===== src/rtl/mrd_pkg.sv =====
package mrd_pkg;
   localparam int NUM_RATIO = 6;
   typedef logic [2:0] ratio_code_t;
   localparam ratio_code_t CODE_FALLBACK = 3'd5;

   // master clocks per frame for each code
   function automatic int ratio_of(input int idx);
      case (idx)
         0:       return 128;
         1:       return 192;
         2:       return 256;
         3:       return 384;
         4:       return 512;
         default: return 768;
      endcase
   endfunction

   // log2 of the oversampling factor selected by rate_sel
   function automatic int osr_shift(input logic [1:0] sel);
      case (sel)
         2'b01:   return 6;
         2'b10:   return 5;
         default: return 7;
      endcase
   endfunction
endpackage


===== src/rtl/mrd_period_counter.sv =====
module mrd_period_counter #(
   parameter int CNT_W     = 11,
   parameter int SAT_LIMIT = 1024
) (
   input  logic             clk,
   input  logic             rst_n,
   input  logic             wclk_sync,
   output logic             rise,
   output logic [CNT_W-1:0] meas_len,
   output logic             meas_vld
);
   localparam logic [CNT_W-1:0] SAT = CNT_W'(SAT_LIMIT);

   logic             wclk_q;
   logic             seen;
   logic [CNT_W-1:0] cnt;
   logic [CNT_W-1:0] cnt_nxt;

   assign rise    = wclk_sync & ~wclk_q;
   assign cnt_nxt = (cnt >= SAT) ? SAT : cnt + 1'b1;

   always_ff @(posedge clk) begin
      if (!rst_n) begin
         wclk_q   <= 1'b0;
         seen     <= 1'b0;
         cnt      <= '0;
         meas_len <= '0;
         meas_vld <= 1'b0;
      end else begin
         wclk_q   <= wclk_sync;
         meas_vld <= 1'b0;
         if (rise) begin
            cnt  <= '0;
            seen <= 1'b1;
            if (seen) begin
               meas_len <= cnt_nxt;
               meas_vld <= 1'b1;
            end
         end else begin
            cnt <= cnt_nxt;
         end
      end
   end
endmodule


===== src/rtl/mrd_classifier.sv =====
module mrd_classifier
   import mrd_pkg::*;
#(
   parameter int CNT_W     = 11,
   parameter int SAT_LIMIT = 1024,
   parameter int TOL       = 32
) (
   input  logic [CNT_W-1:0] meas_len,
   output ratio_code_t      cls_code
);
   logic [NUM_RATIO-1:0] hit;

   for (genvar i = 0; i < NUM_RATIO; i++) begin : g_win
      localparam int R_I = ratio_of(i);
      assign hit[i] = ((int'(meas_len) + TOL) >= R_I) && (int'(meas_len) <= (R_I + TOL));
   end

   // lowest matching ratio wins; no match or saturated count -> fallback
   always_comb begin
      cls_code = CODE_FALLBACK;
      for (int i = NUM_RATIO - 1; i >= 0; i--) begin
         if (hit[i]) cls_code = ratio_code_t'(i);
      end
      if (int'(meas_len) >= SAT_LIMIT) cls_code = CODE_FALLBACK;
   end
endmodule


===== src/rtl/mrd_lock_filter.sv =====
module mrd_lock_filter
   import mrd_pkg::*;
#(
   parameter int LOCK_N = 4
) (
   input  logic        clk,
   input  logic        rst_n,
   input  logic        meas_vld,
   input  ratio_code_t cls_code,
   output ratio_code_t ratio_code,
   output logic        locked
);
   localparam int RW = $clog2(LOCK_N + 1);
   localparam logic [RW-1:0] RUN_MAX = RW'(LOCK_N);

   ratio_code_t cand;
   logic [RW-1:0] run;
   logic [RW-1:0] run_nxt;

   assign run_nxt = (run >= RUN_MAX) ? run : run + 1'b1;

   always_ff @(posedge clk) begin
      if (!rst_n) begin
         cand       <= CODE_FALLBACK;
         run        <= '0;
         ratio_code <= CODE_FALLBACK;
         locked     <= 1'b0;
      end else if (meas_vld) begin
         if (cls_code != cand) begin
            cand   <= cls_code;
            run    <= RW'(1);
            locked <= 1'b0;
         end else begin
            run <= run_nxt;
            if ((run_nxt == RUN_MAX) && (run != RUN_MAX)) begin
               ratio_code <= cand;
               locked     <= 1'b1;
            end
         end
      end
   end
endmodule


===== src/rtl/mrd_mod_enable.sv =====
module mrd_mod_enable
   import mrd_pkg::*;
#(
   parameter int CNT_W = 11
) (
   input  logic        clk,
   input  logic        rst_n,
   input  logic        rise,
   input  ratio_code_t ratio_code,
   input  logic [1:0]  rate_sel,
   output logic        mod_en
);
   logic [CNT_W-1:0] dcnt;
   logic [CNT_W-1:0] div_m1;
   int               div_i;

   always_comb begin
      div_i = ratio_of(int'(ratio_code)) >> osr_shift(rate_sel);
      if (div_i < 1) div_i = 1;
      div_m1 = CNT_W'(div_i - 1);
   end

   // >= also covers a divisor that shrank while counting
   assign mod_en = (dcnt >= div_m1);

   always_ff @(posedge clk) begin
      if (!rst_n)      dcnt <= '0;
      else if (rise)   dcnt <= '0;
      else if (mod_en) dcnt <= '0;
      else             dcnt <= dcnt + 1'b1;
   end
endmodule


===== src/rtl/mclk_ratio_detect.sv =====
module mclk_ratio_detect
   import mrd_pkg::*;
#(
   parameter int CNT_W     = 11,
   parameter int SAT_LIMIT = 1024,
   parameter int TOL       = 32,
   parameter int LOCK_N    = 4
) (
   input  logic       clk,
   input  logic       rst_n,
   input  logic       wclk_sync,
   input  logic [1:0] rate_sel,
   output logic [2:0] ratio_code,
   output logic       locked,
   output logic       mod_en
);
   initial begin
      assert (SAT_LIMIT < (1 << CNT_W)) else $error("CNT_W too narrow for SAT_LIMIT");
      assert (SAT_LIMIT > ratio_of(NUM_RATIO - 1) + TOL) else $error("SAT_LIMIT inside a ratio window");
      assert (LOCK_N >= 2) else $error("LOCK_N must be at least 2");
      assert (TOL >= 0 && TOL < 64) else $error("TOL out of range");
   end

   logic             rise;
   logic [CNT_W-1:0] meas_len;
   logic             meas_vld;
   ratio_code_t      cls_code;
   ratio_code_t      code_q;

   mrd_period_counter #(.CNT_W(CNT_W), .SAT_LIMIT(SAT_LIMIT)) i_cnt (
      .clk(clk), .rst_n(rst_n), .wclk_sync(wclk_sync),
      .rise(rise), .meas_len(meas_len), .meas_vld(meas_vld));

   mrd_classifier #(.CNT_W(CNT_W), .SAT_LIMIT(SAT_LIMIT), .TOL(TOL)) i_cls (
      .meas_len(meas_len), .cls_code(cls_code));

   mrd_lock_filter #(.LOCK_N(LOCK_N)) i_lock (
      .clk(clk), .rst_n(rst_n), .meas_vld(meas_vld), .cls_code(cls_code),
      .ratio_code(code_q), .locked(locked));

   mrd_mod_enable #(.CNT_W(CNT_W)) i_men (
      .clk(clk), .rst_n(rst_n), .rise(rise), .ratio_code(code_q),
      .rate_sel(rate_sel), .mod_en(mod_en));

   assign ratio_code = code_q;
endmodule


===== config.mk =====
export PLATFORM = sky130hd
export DESIGN_NAME = mclk_ratio_detect
export DESIGN_NICKNAME = d
export VERILOG_FILES = /design/src/rtl/mrd_pkg.sv /design/src/rtl/mrd_period_counter.sv /design/src/rtl/mrd_classifier.sv /design/src/rtl/mrd_lock_filter.sv /design/src/rtl/mrd_mod_enable.sv /design/src/rtl/mclk_ratio_detect.sv
export SDC_FILE = /design/constraint.sdc
export NUM_CORES = 1
export LEC_CHECK = 0
export ABC_AREA = 1
export BUFFER_PORTS_ARGS = -buffer_cell sky130_fd_sc_hd__buf_2
export CORE_ASPECT_RATIO = 1.4
export CORE_UTILIZATION = 50
export CTS_CLUSTER_SIZE = 25
export DETAILED_ROUTE_END_ITERATION = 8
export PLACE_DENSITY = 0.67
export SLEW_MARGIN = 20
export SYNTH_ARGS = -nofsm -noshare
export SYNTH_HDL_FRONTEND = slang
export SYNTH_SLANG_ARGS = --single-unit
export TNS_END_PERCENT = 100

===== constraint.sdc =====
create_clock -name clk -period 4.6 [get_ports clk]
set_input_delay 1.15 -clock clk [delete_from_list [all_inputs] [get_ports clk]]
set_output_delay 1.15 -clock clk [all_outputs]
set_load 0.05 [all_outputs]

==> results.txt <==
final worst path period need = 4.42 ns
fin crit share = 96.1%
die footprint = 5770 um^2
largest family of logic cells by synthesized area = simple AND/OR/NAND/NOR gates
DRC violations left = 0
per-cell routed wire length = 11.0 um
syn avg cell area = 6.95 um^2
Final nets = 433
PortBufs = 9
Site Rows = 31
CTS sink cnt = 46
clk root buf = clkbuf_8
simple-gate share of the synthesized area = 31.8%
Synth Area in XOR/XNOR = 2.57%
n_diodes = 0
Max Slew Vio Count = 0
Via density = 5.11
GP Congestion = 0.808
Max Clock Skew = 0.0103 ns
cells after synthesis = 393
WS Path Type = in -> out
Worst setup EP type = output pin
Post-Synth Adder-Cell Area = 9.16%
R2R Path Start = i_lock.ratio_code[1]$_SDFFE_PN0P_
dpl hpwl = 4070 um
Hold EP = i_men.dcnt[0]$_SDFF_PP0_
WP data arrival = 3.27 ns
Critical Path Start Type = primary input
yosys warns = 0
Worst Path Buf+Inv = 3
GRT overflow = 0
Leakage = 0.00130 uW
synthesized area = 2730 um^2
r2r setup slk = 1.63 ns
Max Cap Violations = 0
CP max FO = 4
Post-DRT Antenna Nets = 0
fmax = 226 MHz
DR pass1 iterations = 4
pin count of the biggest net entering global routing = 20
antenna violations before repair = 0
VDD IR-drop max = 234 uV
I/O pin count = 10
vias in the first global route = 2118
CTS H-tree lvls = 2
flops & latches, synth = 46
CTS tree = built
count of cell types in the netlist = 33
slowest library cell on the worst path = ha_1
Critical Path Max Stage Delay = 0.32 ns
PwrDens = 277 nW/um^2
layout cell share with drive strength beyond 1 = 11.2%
Setup TNS = 0 ns
total number of vias = 2425
core area = 5200 um^2
critical path cell sequence = buf_2 -> inv_1 -> nor2_2 -> nor2_1 -> a21oi_2 -> o21ai_1 -> ha_1 -> nand3_1 -> xor2_1 -> ha_1 -> a21oi_1 -> o21ai_0 -> a21oi_1 -> nand3_1 -> buf_2
clk slew on worst S/H paths = 0.09 ns
worst slew pin tran = 0.539 ns
compound-cell area share of the yosys netlist = 13.5%
Hold Path Stages = 1
outcome = completed
Worst EP required = 3.45 ns
Max Root-Sink Buffers = 2
endpoints failing hold = 0
unrepaired setup endpoints after global routing = no
Area Growth Syn to Fin = 8.06%
Initial DRC Count = 37
Worst slew margin = 63.8%
GRT Util Overall = 19.5%
first-pass GRT wire length = 8800 um
most common cell after layout, fill and taps aside = nand2_1
clock latency on the worst-skew pair = 0.30 ns
Starting Density = 52.6%
Worst R2R End = i_men.dcnt[2]$_SDFF_PP0_
Die X = 64.5 um
Largest delay share family, worst path = compound AO/OA/AOI/OAI gates
setup violators final = 0
sequential area share after synthesis = 33.7%
Hold WS = 0.470 ns
mux cell area share after synthesis = 0%
Hold Path Class = reg -> reg
final WL = 5230 um
worst hold start = i_men.dcnt[0]$_SDFF_PP0_
Die Span Y = 89.5 um
Num CTS Buffers = 5
most frequent cells in the layout = 63 x nand2_1, 55 x nor2_1, 52 x inv_1
number of cells on the worst reg-to-reg path = 13
==> flip-flops by register name, indices dropped and copies added, names as in the netlist <==
signal / cells
i_men.dcnt: 11
i_cnt.wclk_q: 1
i_lock.cand: 3
i_cnt.meas_len: 11
i_cnt.seen: 1
i_cnt.meas_vld: 1
i_lock.locked: 1
i_lock.ratio_code: 3
i_cnt.cnt: 11
i_lock.run: 3
==> power breakdown <==
group | internal (uW) | switching (uW)
Sequential | 409 | 11.7
Clock | 121 | 135
Combinational | 49.4 | 91.3
==> Yosys cell counts, drive strengths merged <==
cell type  count  area, um^2
o21a           1        7.51
inv           54         203
nand4         11        68.8
nor2          60         245
o211ai         1        7.51
a211oi         1        7.51
nand3b         3        22.5
nand2         74         310
clkbuf         4        16.3
xor2           6        52.6
buf            2        22.5
nor3           8        51.3
dfxtp         46         921
a21oi         33         165
clkinv         2        7.51
o21ai         31         155
conb           1        3.75
nand3         29         165
ha            20         250
xnor2          2        17.5
o21bai         1        11.3
or2            1        6.26
a22oi          1        7.51
a31oi          1        6.26
==> worst max-delay path by stage <==
| stage | cells past startpoint | from | to |
|---|---|---|---|
| floorplan | 12 | rate_sel[0] | mod_en |
| CTS | 14 | rate_sel[0] | mod_en |
| finish | 15 | rate_sel[0] | mod_en |
| global placement | 13 | rate_sel[1] | mod_en |
| detailed placement | 14 | rate_sel[0] | mod_en |
| global route | 15 | rate_sel[0] | mod_en |
==> metal layers <==
layer  vias up  global-route usage, %  wire length [um]
li1       1309                      -                 -
met1      1076                   22.4              2440
met2        31                   35.7              2580
met3         9                   3.44               118
met4         0                   7.47                93
met5         -                      0                 0
==> logic make-up after synthesis <==
| family | after synthesis |
|---|---|
| AND/OR/NAND/NOR | 186 |
| AO/OA/AOI/OAI | 70 |
| buffers and inverters | 62 |
| flip-flops | 46 |
| adder cells (fa/ha/maj) | 20 |
| XOR/XNOR | 8 |
| other | 1 |
==> per-stage QoR <==
step	total power [uW]	util (%)	setup slack, ns	area [um^2]	cells
2_1_floorplan	543	-	0.184	2740	395
3_3_place_gp	568	54.8	0.174	2850	467
4_1_cts	828	56.7	0.101	2950	475
6_report	817	56.8	0.179	2950	475
5_1_grt	865	56.8	0.0105	2950	475
3_5_place_dp	571	54.8	0.110	2850	467
==> timing repair <==
action	in CTS	in global routing
setup endpoints to repair	0	1
setup buffers	0	0
hold buffers	0	0
gates resized for setup	0	3
==> cell type report <==
| class | instances | area (um^2) |
|---|---|---|
| clock inverter | 2 | 12.5 |
| multi-input combinational | 287 | 1580 |
| timing repair buffer | 12 | 67.6 |
| tap | 66 | 82.6 |
| sequential | 46 | 921 |
| fill | 516 | 2250 |
| inverter | 56 | 210 |
| clock buffer | 6 | 82.6 |
Power figures use the tool's default switching activity.
